$ cat src/rtl/booth_mul_pkg.sv
package booth_mul_pkg;
  typedef enum logic [1:0] {
    SEQ_IDLE = 2'd0,
    SEQ_ACC  = 2'd1,
    SEQ_FIN  = 2'd2
  } seq_state_t;
endpackage

$ cat src/rtl/booth_window_sel.sv
module booth_window_sel #(
  parameter int NPP   = 13,
  parameter int IDX_W = 4,
  localparam int MULT_W = 2 * NPP + 1
) (
  input  logic [MULT_W-1:0] mult,
  input  logic [IDX_W-1:0]  idx,
  output logic [2:0]        win
);
  logic [2:0] wins [NPP];

  for (genvar g = 0; g < NPP; g++) begin : g_win
    assign wins[g] = mult[2*g+2 : 2*g];
  end

  always_comb begin
    win = 3'b000;
    for (int k = 0; k < NPP; k++) begin
      if (idx == IDX_W'(k)) win = wins[k];
    end
  end
endmodule

$ cat src/rtl/booth_pp_gen.sv
module booth_pp_gen #(
  parameter int SIG_W = 24,
  parameter int PP_W  = 32
) (
  input  logic [2:0]       win,
  input  logic [SIG_W-1:0] sig,
  output logic [PP_W-1:0]  pp,
  output logic             carry
);
  logic [PP_W-1:0] one_x;
  logic [PP_W-1:0] two_x;

  assign one_x = PP_W'(sig);
  assign two_x = PP_W'({sig, 1'b0});

  always_comb begin
    pp    = '0;
    carry = 1'b0;
    unique case (win)
      3'b001, 3'b010: pp = one_x;
      3'b011:         pp = two_x;
      3'b100: begin
        pp    = ~two_x;
        carry = 1'b1;
      end
      3'b101, 3'b110: begin
        pp    = ~one_x;
        carry = 1'b1;
      end
      default: begin
        pp    = '0;
        carry = 1'b0;
      end
    endcase
  end
endmodule

$ cat src/rtl/booth_accum.sv
module booth_accum #(
  parameter int ACC_W = 64,
  parameter int PP_W  = 32,
  parameter int CLR_W = 12,
  parameter int IDX_W = 4
) (
  input  logic             clk,
  input  logic             rst,
  input  logic             clear,
  input  logic             step,
  input  logic [IDX_W-1:0] idx,
  input  logic [PP_W-1:0]  pp,
  input  logic             carry,
  output logic [ACC_W-1:0] acc_q
);
  localparam logic [ACC_W-1:0] KEEP_MASK = ~((ACC_W'(1) << CLR_W) - ACC_W'(1));

  logic [IDX_W:0]   shamt;
  logic [ACC_W-1:0] pp_ext;
  logic [ACC_W-1:0] pp_sh;
  logic [ACC_W-1:0] summed;
  logic [ACC_W-1:0] trimmed;
  logic [ACC_W-1:0] acc_d;

  assign shamt   = {idx, 1'b0};
  assign pp_ext  = {{(ACC_W-PP_W){pp[PP_W-1]}}, pp};
  assign pp_sh   = pp_ext << shamt;
  assign summed  = acc_q + pp_sh;
  assign trimmed = summed & KEEP_MASK;
  assign acc_d   = trimmed + (ACC_W'(carry) << shamt);

  always_ff @(posedge clk) begin
    if (rst || clear) acc_q <= '0;
    else if (step)    acc_q <= acc_d;
  end
endmodule

$ cat src/rtl/mant_norm.sv
module mant_norm #(
  parameter int ACC_W  = 64,
  parameter int FRAC_W = 23
) (
  input  logic [ACC_W-1:0]  acc,
  output logic [FRAC_W-1:0] frac
);
  localparam int TOP = 2 * FRAC_W + 1;

  logic unused_acc_bits;
  assign unused_acc_bits = ^{acc[ACC_W-1:TOP+1], acc[FRAC_W-1:0]};

  assign frac = acc[TOP] ? acc[2*FRAC_W : FRAC_W+1] : acc[2*FRAC_W-1 : FRAC_W];
endmodule

$ cat src/rtl/booth_mant_mul.sv
module booth_mant_mul #(
  parameter int WORD_W = 32,
  parameter int FRAC_W = 23,
  parameter int PP_W   = 32,
  parameter int ACC_W  = 64,
  parameter int CLR_W  = 12
) (
  input  logic              clk,
  input  logic              rst,
  input  logic              start,
  input  logic [WORD_W-1:0] op_a,
  input  logic [WORD_W-1:0] op_b,
  output logic [FRAC_W-1:0] mant,
  output logic              done
);
  import booth_mul_pkg::*;

  localparam int SIG_W  = FRAC_W + 1;
  localparam int NPP    = (SIG_W + 2) / 2;
  localparam int IDX_W  = $clog2(NPP);
  localparam int MULT_W = 2 * NPP + 1;
  localparam int PAD_W  = MULT_W - SIG_W - 1;

  seq_state_t        state;
  logic [IDX_W-1:0]  step_idx;
  logic [SIG_W-1:0]  sig_s;
  logic [MULT_W-1:0] mult_q;
  logic [2:0]        win;
  logic [PP_W-1:0]   pp;
  logic              pp_carry;
  logic [ACC_W-1:0]  acc_q;
  logic [FRAC_W-1:0] frac_n;
  logic              accept;
  logic              st_acc;
  logic              st_fin;
  logic [CLR_W-1:0]  acc_low;
  logic              unused_hi_bits;

  assign unused_hi_bits = ^{op_a[WORD_W-1:FRAC_W], op_b[WORD_W-1:FRAC_W]};
  assign accept  = (state == SEQ_IDLE) && start;
  assign st_acc  = (state == SEQ_ACC);
  assign st_fin  = (state == SEQ_FIN);
  assign acc_low = acc_q[CLR_W-1:0];

  always_ff @(posedge clk) begin
    if (rst) begin
      state    <= SEQ_IDLE;
      step_idx <= '0;
      sig_s    <= '0;
      mult_q   <= '0;
      mant     <= '0;
      done     <= 1'b0;
    end else begin
      done <= 1'b0;
      unique case (state)
        SEQ_IDLE: begin
          if (start) begin
            sig_s    <= {1'b1, op_a[FRAC_W-1:0]};
            mult_q   <= {{PAD_W{1'b0}}, 1'b1, op_b[FRAC_W-1:0], 1'b0};
            step_idx <= '0;
            state    <= SEQ_ACC;
          end
        end
        SEQ_ACC: begin
          if (step_idx == IDX_W'(NPP - 1)) state <= SEQ_FIN;
          else                             step_idx <= step_idx + 1'b1;
        end
        SEQ_FIN: begin
          mant  <= frac_n;
          done  <= 1'b1;
          state <= SEQ_IDLE;
        end
        default: state <= SEQ_IDLE;
      endcase
    end
  end

  booth_window_sel #(.NPP(NPP), .IDX_W(IDX_W)) u_win (
    .mult (mult_q),
    .idx  (step_idx),
    .win  (win)
  );

  booth_pp_gen #(.SIG_W(SIG_W), .PP_W(PP_W)) u_pp (
    .win   (win),
    .sig   (sig_s),
    .pp    (pp),
    .carry (pp_carry)
  );

  booth_accum #(.ACC_W(ACC_W), .PP_W(PP_W), .CLR_W(CLR_W), .IDX_W(IDX_W)) u_acc (
    .clk   (clk),
    .rst   (rst),
    .clear (accept),
    .step  (st_acc),
    .idx   (step_idx),
    .pp    (pp),
    .carry (pp_carry),
    .acc_q (acc_q)
  );

  mant_norm #(.ACC_W(ACC_W), .FRAC_W(FRAC_W)) u_norm (
    .acc  (acc_q),
    .frac (frac_n)
  );
endmodule

$ cat config.mk
export PLATFORM = sky130hd
export DESIGN_NAME = booth_mant_mul
export DESIGN_NICKNAME = d
export VERILOG_FILES = /design/src/rtl/booth_mul_pkg.sv /design/src/rtl/booth_window_sel.sv /design/src/rtl/booth_pp_gen.sv /design/src/rtl/booth_accum.sv /design/src/rtl/mant_norm.sv /design/src/rtl/booth_mant_mul.sv
export SDC_FILE = /design/constraint.sdc
export NUM_CORES = 1
export LEC_CHECK = 0
export ABC_AREA = 1
export BUFFER_PORTS_ARGS = -buffer_cell sky130_fd_sc_hd__buf_2
export CORE_UTILIZATION = 35
export DETAILED_ROUTE_END_ITERATION = 12
export GPL_TIMING_DRIVEN = 0
export PLACE_DENSITY_LB_ADDON = 0.05
export SLEW_MARGIN = 20
export SYNTH_ARGS = -nofsm -noshare
export SYNTH_HDL_FRONTEND = slang
export SYNTH_SLANG_ARGS = --single-unit
$ cat constraint.sdc
create_clock -name clk -period 8.9 [get_ports clk]
set_input_delay 1.78 -clock clk [delete_from_list [all_inputs] [get_ports clk]]
set_output_delay 1.78 -clock clk [all_outputs]
set_load 0.02 [all_outputs]
# Yosys cells after proc, flatten, opt, wreduce, memory -nomap -nowiden
# Index checks and enable logic that the tools add are counted.
# classes
bitwise	2
n_addsub	3
muxes	23
n_eq_ne	23
n_reduce_logical	11
n_shift	2
# op_table
op	count
$add 64x64->64	2
$pmux 32 s4	1
$shl 1x5->64	1
$shl 64x5->64	1
$mux 3	13
$not 24->32	1
$not 25->32	1
$mux 23	1
$eq 4x4->1 const B	5
$eq 4x3->1 const B	4
$eq 3x3->1 const B	3
$eq 4x2->1 const B	2
$mux 4	2
$pmux 4 s2	1
$eq 3x2->1 const B	2
$add 4x1->4 const B	1
$eq 4x1->1 const B	1
$logic_not 4->1	1
$mux 2	2
$ne 2x2->1 const B	2
$pmux 2 s2	1
$reduce_and 2->1	2
$reduce_or 2->1	2
$eq 3x1->1 const B	1
other kinds (10)	11
# totals
output_inout_bits	24
elab_cells	71
ff_bits	142

# Logic depth before layout (Yosys ltp)
# Gate-level depths: netlist (run 1).
# logic_depth
depth_word	20
depth_mapped	61
ltp_nobuf	58

# By module
# From an unflattened synthesis (run 1), not the netlist that was laid out.
# unflattened
hier_cells	2908
hier_area_um2	15827.7
# by_module_without_submodules
mod	instances	cells_per_inst	seq_area_each_um2	area_each_um2
booth_accum	1	2141	1161.1	11270.8
booth_mant_mul	1	352	1541.5	2791.4
booth_pp_gen	1	246	0.0	1046.0
booth_window_sel	1	95	0.0	419.2
mant_norm	1	74	0.0	300.3

# Worst setup path after synthesis (run 1)
# OpenSTA, ideal clock, no wires.
# synth_path
kind	register to register
start	reg step_idx[1]
end	reg u_acc.acc_q[46]
synth_period_minus_slack_ns	6.314
t_required_ns	8.791
n_path_buf	4
path_stages_with_launch	50
slack_ns	2.586
arrival_time_ns	6.205
path_cell_list	dfxtp_1 -> clkinv_1 -> clkbuf_1 -> clkbuf_1 -> ha_1 -> inv_1 -> nor2_4 -> inv_2 -> nand2_1 -> inv_1 -> nand2_1 -> nand2_1 -> nand2_1 -> nand2_1 -> nand2_1 -> nand2_1 -> nand2_1 -> nand2_1 -> [... 14 more ...] -> inv_1 -> a21oi_1 -> nand2_1 -> a21oi_1 -> o21ai_0 -> xor2_1 -> ha_1 -> nand3_1 -> nor2_1 -> nand3_1 -> nand3_2 -> nand2_1 -> nand2_2 -> nand3_1 -> nand2_1 -> nand3_1 -> nand2_1 -> inv_1
# synth_via
elab_chain_cells	20
# synth_lines
element	line_no	source
start: declaration	booth_mant_mul.sv:25	logic [IDX_W-1:0] step_idx;
start signal: assignment	booth_mant_mul.sv:66	else step_idx <= step_idx + 1'b1;
$logic_not 4->1	booth_window_sel.sv:19	if (idx == IDX_W'(k)) win = wins[k];
$mux 3 (13 in a row)	booth_window_sel.sv:19	
$eq 3x3->1, or another cell as far along	booth_pp_gen.sv:19	unique case (win)
$reduce_or 2->1, on equally long branches	--	
$pmux 32 s4	booth_pp_gen.sv:19	
$shl 64x5->64	booth_accum.sv:27	assign pp_sh = pp_ext << shamt;
$add 64x64->64	booth_accum.sv:28	assign summed = acc_q + pp_sh;
$add 64x64->64 *	booth_accum.sv:30	assign acc_d = trimmed + (ACC_W'(carry) << shamt);
end signal: assignment	booth_accum.sv:33	if (rst || clear) acc_q <= '0;
end signal: assignment	booth_accum.sv:34	else if (step) acc_q <= acc_d;
end: declaration	booth_accum.sv:14	output logic [ACC_W-1:0] acc_q
# Every way passes the cells marked *; elsewhere a longest branch is shown, timed or not.
# A chain may end at the register's enable or synchronous reset.

# Worst setup path after layout (run 1)
# layout_path
start	reg step_idx[1]
end	reg u_acc.acc_q[36]
# The elaborated chain is that of the path after synthesis.

==> metrics.md, run 1 <==
| Metric | Value |
|---|---|
| Status | finished, final reports clean |
| Most common cell after layout, fill and taps aside | nand2_1 |
| Clk pwr share | 0.336 |
| Unique masters post-synth | 51 |
| DRT Wirelength | ~46 mm |
| Leakage | 6.264 nW |
| H-tree Lvls | 4 |
| Synth top area cells | dfxtp_1 (21%), nand2_1 (16%), o21ai_0 (8.6%), inv_1 (7.8%), nor2_1 (7.7%) |
| Layout Nets | 2210 |
| Dominant synthesized flop cell | dfxtp_1 |
| # setup viols final | 0 |
| Die W | 183.6 um |
| Worst VDD drop | around 160 uV |
| WP data required | 9.25 ns |
| Largest net degree at the start of global routing | 17 |
| DRC | 0 |
| Layout area overhead | 13.36% |
| Inst Count DP | 2512 |
| Total Power | 2.183 mW |
| Filler cell count | between 3000 and 4000 |
| Clock latency at the later pin of the worst-skew pair | 0.45 ns |
| CP Data Arrival Time | 8.48 ns |
| GPL Wtd Cong | 1.007 |
| Maxcap violations | 0 |
| Max Root-Sink Buffers | 2 |
| Worst slew margin | 0.3660 |
| Final Non-Filler Cells | 2543 |
| Starting Density | 0.3557 |
| Critical Path Source Type | register |
| Comb power frac | 0.392 |
| Synth Cell Area | 11540 um2 |
| Final Hold Viols | 0 |
| NetSw | ~950 uW |
| Crit path capture type | register |
| Average cell area after synthesis | 5.786 um2 |
| Cells on Worst Hold Path | 2 |
| Iter 0 DRT Violations | 1062 |
| Root buffer cell | clkbuf_16 |
| Final core utilization | 0.4032 |
| Fin crit period | 8.130 ns |
| Cell count of the worst reg-to-reg path | 47 |
| Worst Hold Class | register to register |
| Sequential fraction of the synthesis area | 0.2064 |
| Share of the synthesized area in the top cell type | 0.2064 |
| Largest area contributor in the synthesized netlist | dfxtp_1 |
| Clk pin slew, worst setup/hold paths | 0.07 ns |
| Ant. Diodes | 0 |
| Largest incremental delay on the critical path | 0.53 ns |
| Rows | 66 |
| Die height | roughly 180 um |
| Antenna violations before repair | 0 |
| Asr flop ratio synth | 0 |
| Layout cells sized above 1 | 0.1071 |
| FMAX | ~120 MHz |
| Number of synthesized flops with an enable pin | 0 |
| TritonCTS clock tree | done |
| Global Route Usage Sum | 0.2777 |
| RSZ-0062 raised after global routing | false |
| Post-synthesis register bit count | approximately 120 |
| Pins Over Slew Limit | 0 |
| I/O Buffers | 72 |
| Hold buffers post-CTS | 0 |
| Setup Skew | 0.01214 ns |
| GRT overflow | 0 |
| TNS Setup | 0 ns |
| Delay-heaviest family, CP | simple AND/OR/NAND/NOR gates |
| Vias per cell | 5.268 |
| Slowest stage cell, crit path | o21ai_0 |
| Synthesis Warnings | 0 |
| Transition time of the tightest slew-check pin | 0.9510 ns |
| CTS sink count | 119 |
| P per Cell Area | 166.8 nW/um2 |
| DR vias | 13400 |
| Full die area | 33710 um2 |
| Crit path depth | 47 |
| Gate Count Post-Synth | ~2000 |
| Pint | between 1 and 1.5 mW |
| Switching part of the total | 0.4353 |
| CTS Buf Count | 17 |
| Hpwl dp | 37.76 mm |
| Critical path class | register to register |
| Most frequent CP cell | nand2_1 |
| Pre-antenna DRT Iters | 5 |
| CP Max Fanout | 17 |
| Routed length per placed instance | 18.12 um |
| Sequential power share | 0.272 |
| Fin crit share | 0.9135 |
| Post-CTS setup buffers | 0 |
| # IOs | around 90 |
| First-pass GRT wire length | between 70 and 80 mm |
| Final ANT Viol Nets | 0 |
| Core Region | 32450 um2 |
| CP Buf/Inv Count | 7 |
| Vias in the first global route | roughly 12000 |
| Commonest non-fill, non-tap cells in the layout | nand2_1 (479), inv_1 (239), nor2_1 (237) |
[registers in the layout (all words and copies together), names as in the netlist]
| signal | flops |
|---|---|
| done | 1 |
| mant | 23 |
| mult_q | 23 |
| sig_s | 24 |
| state | 2 |
| step_idx | 4 |
| u_acc.acc_q | 42 |
[worst paths after layout]
kind	start	endpoint	slack, ns
hold / removal	mult_q[1]$_SDFFE_PP0P_	mult_q[1]$_SDFFE_PP0P_	0.46
hold reg to reg	mult_q[1]$_SDFFE_PP0P_	mult_q[1]$_SDFFE_PP0P_	0.46
setup reg to reg	step_idx[1]$_SDFFE_PP0P_	u_acc.acc_q[36]$_SDFFE_PP0P_	0.77
setup / recovery	step_idx[1]$_SDFFE_PP0P_	u_acc.acc_q[36]$_SDFFE_PP0P_	0.77
[synthesized netlist by cell type, types with 3 or more instances]
cell,n
a21oi_1,162
a21oi_2,3
a221oi_1,11
a31oi_1,18
buf_1,11
buf_2,6
buf_4,4
clkbuf_1,50
clkinv_1,6
dfxtp_1,119
ha_1,55
inv_1,239
inv_2,20
mux2i_1,12
nand2_1,479
nand2_2,27
nand3_1,134
nand3_2,17
nand3b_1,11
nand4_1,24
nor2_1,237
nor2_2,14
nor2_4,8
nor3_1,25
nor4_1,7
o211ai_1,4
o21a_1,8
o21ai_0,199
o21ai_1,11
o221ai_1,5
o22ai_1,17
xnor2_1,7
xor2_1,18
[cells by family (layout without fill, tap and decap cells)]
logic type / count (synthesis) / after routing / synth area share
AOI/OAI and AO/OA: 451 / 451 / 0.2115
xor gates and xnor gates: 25 / 25 / 0.01897
adders and majority gates: 55 / 55 / 0.05961
buffers and inverters: 338 / 441 / 0.1132
DFF: 119 / 119 / 0.2064
muxes: 12 / 12 / 0.01041
other: 1 / 4 / 0.0003249
and+or+nand+nor: 994 / 994 / 0.3797
[layer usage]
metal / vias to the layer above / share of wire / GRT usage
met1: 6167 / 0.50 / 0.3985
met4: 0 / 0.027 / 0.09667
met3: 57 / 0.055 / 0.03288
met5: - / 0 / 0
li1: 6763 / - / -
met2: 410 / 0.42 / 0.4247
[through the flow]
stage	hold WS [ns]	instance area, um2	worst slack [ns]
floorplan	0.4303	11550	2.586
global placement	0.4481	12470	0.1766
detailed placement	0.4559	12470	0.2874
CTS	0.4645	13060	0.2326
global route	0.4882	13090	0.1800
finish	0.4626	13090	0.7698
[layout make-up]
type                       instances  area, um2  area share
sequential                       119       2384      0.1821
buffer                            72      314.1     0.02400
timing repair buffer              72      360.3     0.02754
tap                              442      553.0     0.04226
clock inverter                    15      166.4     0.01272
clock buffer                      17      425.4     0.03251
multi-input combinational       1541       7885      0.6025
inverter                         265      998.5     0.07630
[worst reg2reg max path, delay by kind of cell (launching register included)]
family	cells	cell delay, ns
compound gates	8	1.84
xor+xnor	1	0.18
fa+ha+maj	3	1.11
buf+inv	7	1.37
flops	1	0.46
simple gates	28	3.10
[what timing repair did]
item | 4_1_cts | 5_1_grt
hold endpoints to repair | 0 | 0
resized for setup | 0 | 18
setup endpoints to repair | 0 | 26
[power by group through the flow]
stage | Clock [mW] | Sequential, mW | Combinational, mW
after global placement | 0 | 0.605 | 0.832
final | 0.734 | 0.593 | 0.856
after detailed placement | 0 | 0.605 | 0.834
after floorplan | 0 | 0.589 | 0.590
after CTS | 0.748 | 0.593 | 0.839
after global routing | 0.771 | 0.596 | 0.949
No activity file was read; power rests on OpenSTA's default activity.
==> run 2: changes to the inputs <==
BUFFER_PORTS_ARGS = not set   (was -buffer_cell sky130_fd_sc_hd__buf_2)
DONT_BUFFER_PORTS = 1   (was not set)
==> metrics.md, run 2 (synthesis results as in run 1) <==
| Metric | Value |
|---|---|
| Status | finished, final reports clean |
| # setup viols final | 0 (unchanged) |
| Hold buffers post-CTS | 0 (unchanged) |
| Cell count of the worst reg-to-reg path | 47 (unchanged) |
| Iter 0 DRT Violations | 1100 (+3.6%) |
| Cells on Worst Hold Path | 2 (unchanged) |
| Clock latency at the later pin of the worst-skew pair | 0.45 ns (about the same) |
| DRC | 0 (unchanged) |
| Uppermost routed layer | met4 |
| I/O Buffers | 0 (-100%) |
| Vias in the first global route | 12050 (-1.4%) |
| Most flops, register | u_acc.acc_q |
| Crit path capture type | register |
| Sequential power share | 0.275 (+0.003) |
| DR vias | 13020 (-2.8%) |
| # IOs | 91 (unchanged) |
| Clk pin slew, worst setup/hold paths | 0.06 ns (about the same) |
| RSZ-0062 raised after global routing | false |
| Hpwl dp | 37.96 mm (+0.55%) |
| DR WL met2 | 19.77 mm (+2.0%) |
| GRT overflow | 0 (unchanged) |
| Transition time of the tightest slew-check pin | 0.9793 ns (+0.02830 ns) |
| Register area | 2384 um2 (unchanged) |
| Fin crit share | 0.9189 (+0.005418) |
| Final Hold Viols | 0 (unchanged) |
| Die height | 183.6 um (unchanged) |
| Max Root-Sink Buffers | 2 (unchanged) |
| First-pass GRT wire length | 71.38 mm (+1.2%) |
| Starting Density | 0.3557 (unchanged) |
| Leakage | 5.921 nW (-5.5%) |
| Multi-input gate area | 7881 um2 (about the same) |
| Layout area overhead | 10.09% |
| Root buffer cell | clkbuf_16 |
| Clk pwr share | 0.333 (-0.003) |
| TritonCTS clock tree | done |
| Routed length per placed instance | 18.85 um (+4.1%) |
| Most common cell after layout, fill and taps aside | nand2_1 |
| P per Cell Area | 170.0 nW/um2 (+1.9%) |
| Pins Over Slew Limit | 0 (unchanged) |
| H-tree Lvls | 4 (unchanged) |
| Worst slew margin | 0.3472 (-0.01887) |
| TNS Setup | 0 ns (unchanged) |
| Largest net degree at the start of global routing | 17 (unchanged) |
| Cts repair resizes | 0 (unchanged) |
| Final Hold Slack | 0.4614 ns (-0.001181 ns) |
| Die W | 183.6 um (unchanged) |
| Critical Path Source Type | register |
| Critical path class | register to register |
| Post-CTS setup buffers | 0 (unchanged) |
| Setup Skew | 0.01481 ns (+0.002668 ns) |
| Fin crit period | 8.178 ns (+0.04822 ns) |
| Global Route Usage Sum | 0.2819 (+0.004153) |
| CP Max Fanout | 17 (unchanged) |
| Antenna violations before repair | 0 (unchanged) |
| Comb power frac | 0.392 (about the same) |
| Pint | 1.221 mW (-0.96%) |
| M1 WL | 23.21 mm (+1.4%) |
| Commonest non-fill, non-tap cells in the layout | nand2_1 (479), inv_1 (239), nor2_1 (236) |
| Final ANT Viol Nets | 0 (unchanged) |
| Largest incremental delay on the critical path | 0.47 ns (-0.06 ns) |
| CTS sink count | 119 (unchanged) |
| Final core utilization | 0.3916 (-0.01164) |
| Vias per cell | 5.268 (about the same) |
| CTS Buf Count | 17 (unchanged) |
| Most frequent CP cell | nand2_1 |
| Layout Nets | 2138 (-3.3%) |
| Pre-antenna DRT Iters | 6 (+1) |
| Met3 wire len | 2.675 mm (+4.8%) |
| Filler cell count | 3695 (+1.7%) |
| Largest regs | u_acc.acc_q (42), sig_s (24) |
| Slowest stage cell, crit path | dfxtp_2 |
| GPL Wtd Cong | 0.9580 (-4.9%) |
| FMAX | 122.3 MHz (-0.59%) |
| Post-Place Worst Slack | 0.1812 ns (-0.1062 ns) |
| Core Region | 32450 um2 (unchanged) |
| Worst Setup Slack, final | 0.7216 ns (-0.04822 ns) |
| Worst VDD drop | 139.8 uV (-14%) |
| Ant. Diodes | 0 (unchanged) |
| Largest register FFs | 42 (unchanged) |
| Maxcap violations | 0 (unchanged) |
| Layout cells sized above 1 | 0.07442 (-0.03267) |
| Switching part of the total | 0.4350 (about the same) |
| DRT Wirelength | 46.59 mm (+1.1%) |
| CP Data Arrival Time | 8.53 ns (+0.05 ns) |
| WP data required | 9.25 ns (about the same) |
| NetSw | 939.9 uW (-1.1%) |
| Full die area | 33710 um2 (unchanged) |
| Worst Hold Class | register to register |
| Rows | 66 (unchanged) |
## run 2: cell count changes in the layout (fill, tap and decap cells not counted)
cell / change
a221oi_1: +1
a221oi_2: -1
buf_2: -72
clkbuf_1: +2
clkinv_2: -1
clkinvlp_4: +2
inv_6: -1
inv_8: -2
nor2_1: -1
nor2_2: +1
## run 2: power by group through the flow
stage	Clock (mW)	Combinational, mW	Sequential [mW]
2_1_floorplan	0	0.590	0.589
3_3_place_gp	0	0.825	0.606
3_5_place_dp	0	0.827	0.605
4_1_cts	0.734	0.833	0.594
5_1_grt	0.756	0.943	0.597
6_report	0.719	0.847	0.594
## run 2: worst max-delay path, delay by kind of cell (launching register included)
family                     cells  cell delay, ns
and+or+nand+nor               29            3.27
AOI/OAI and AO/OA              7            1.30
xor gates and xnor gates       1            0.13
muxes                          1            0.36
adders and majority gates      3            1.18
buffers and inverters          6            1.34
DFF                            1            0.47
## run 2: worst paths after layout
path | endpoint | start | slack (ns)
worst max-delay path | u_acc.acc_q[40]$_SDFFE_PP0P_ | step_idx[1]$_SDFFE_PP0P_ | 0.72
worst min-delay path | mult_q[1]$_SDFFE_PP0P_ | mult_q[1]$_SDFFE_PP0P_ | 0.46
worst max register to register | u_acc.acc_q[40]$_SDFFE_PP0P_ | step_idx[1]$_SDFFE_PP0P_ | 0.72
worst min register to register | mult_q[1]$_SDFFE_PP0P_ | mult_q[1]$_SDFFE_PP0P_ | 0.46
## run 2: routing by layer
layer,vias up,track usage
li1,6618,-
met1,5980,0.4012
met2,368,0.4338
met3,51,0.04893
met4,0,0.07433
met5,-,0
## run 2: layout make-up
type,instances,area share
plain buffers,72,0.02471
clock buffers,19,0.03407
clock inverters,13,0.01142
inverters,265,0.07857
multi-input cells,1541,0.6202
flip-flops and latches,119,0.1876
well taps,442,0.04352
## run 2: per-stage QoR
stage	cell area (um2)	total power, mW	cells
after global placement	12110	1.431	2440
after floorplan	11550	1.179	1998
final	12710	2.161	2471
after global routing	12710	2.295	2471
after CTS	12690	2.160	2472
after detailed placement	12110	1.433	2440
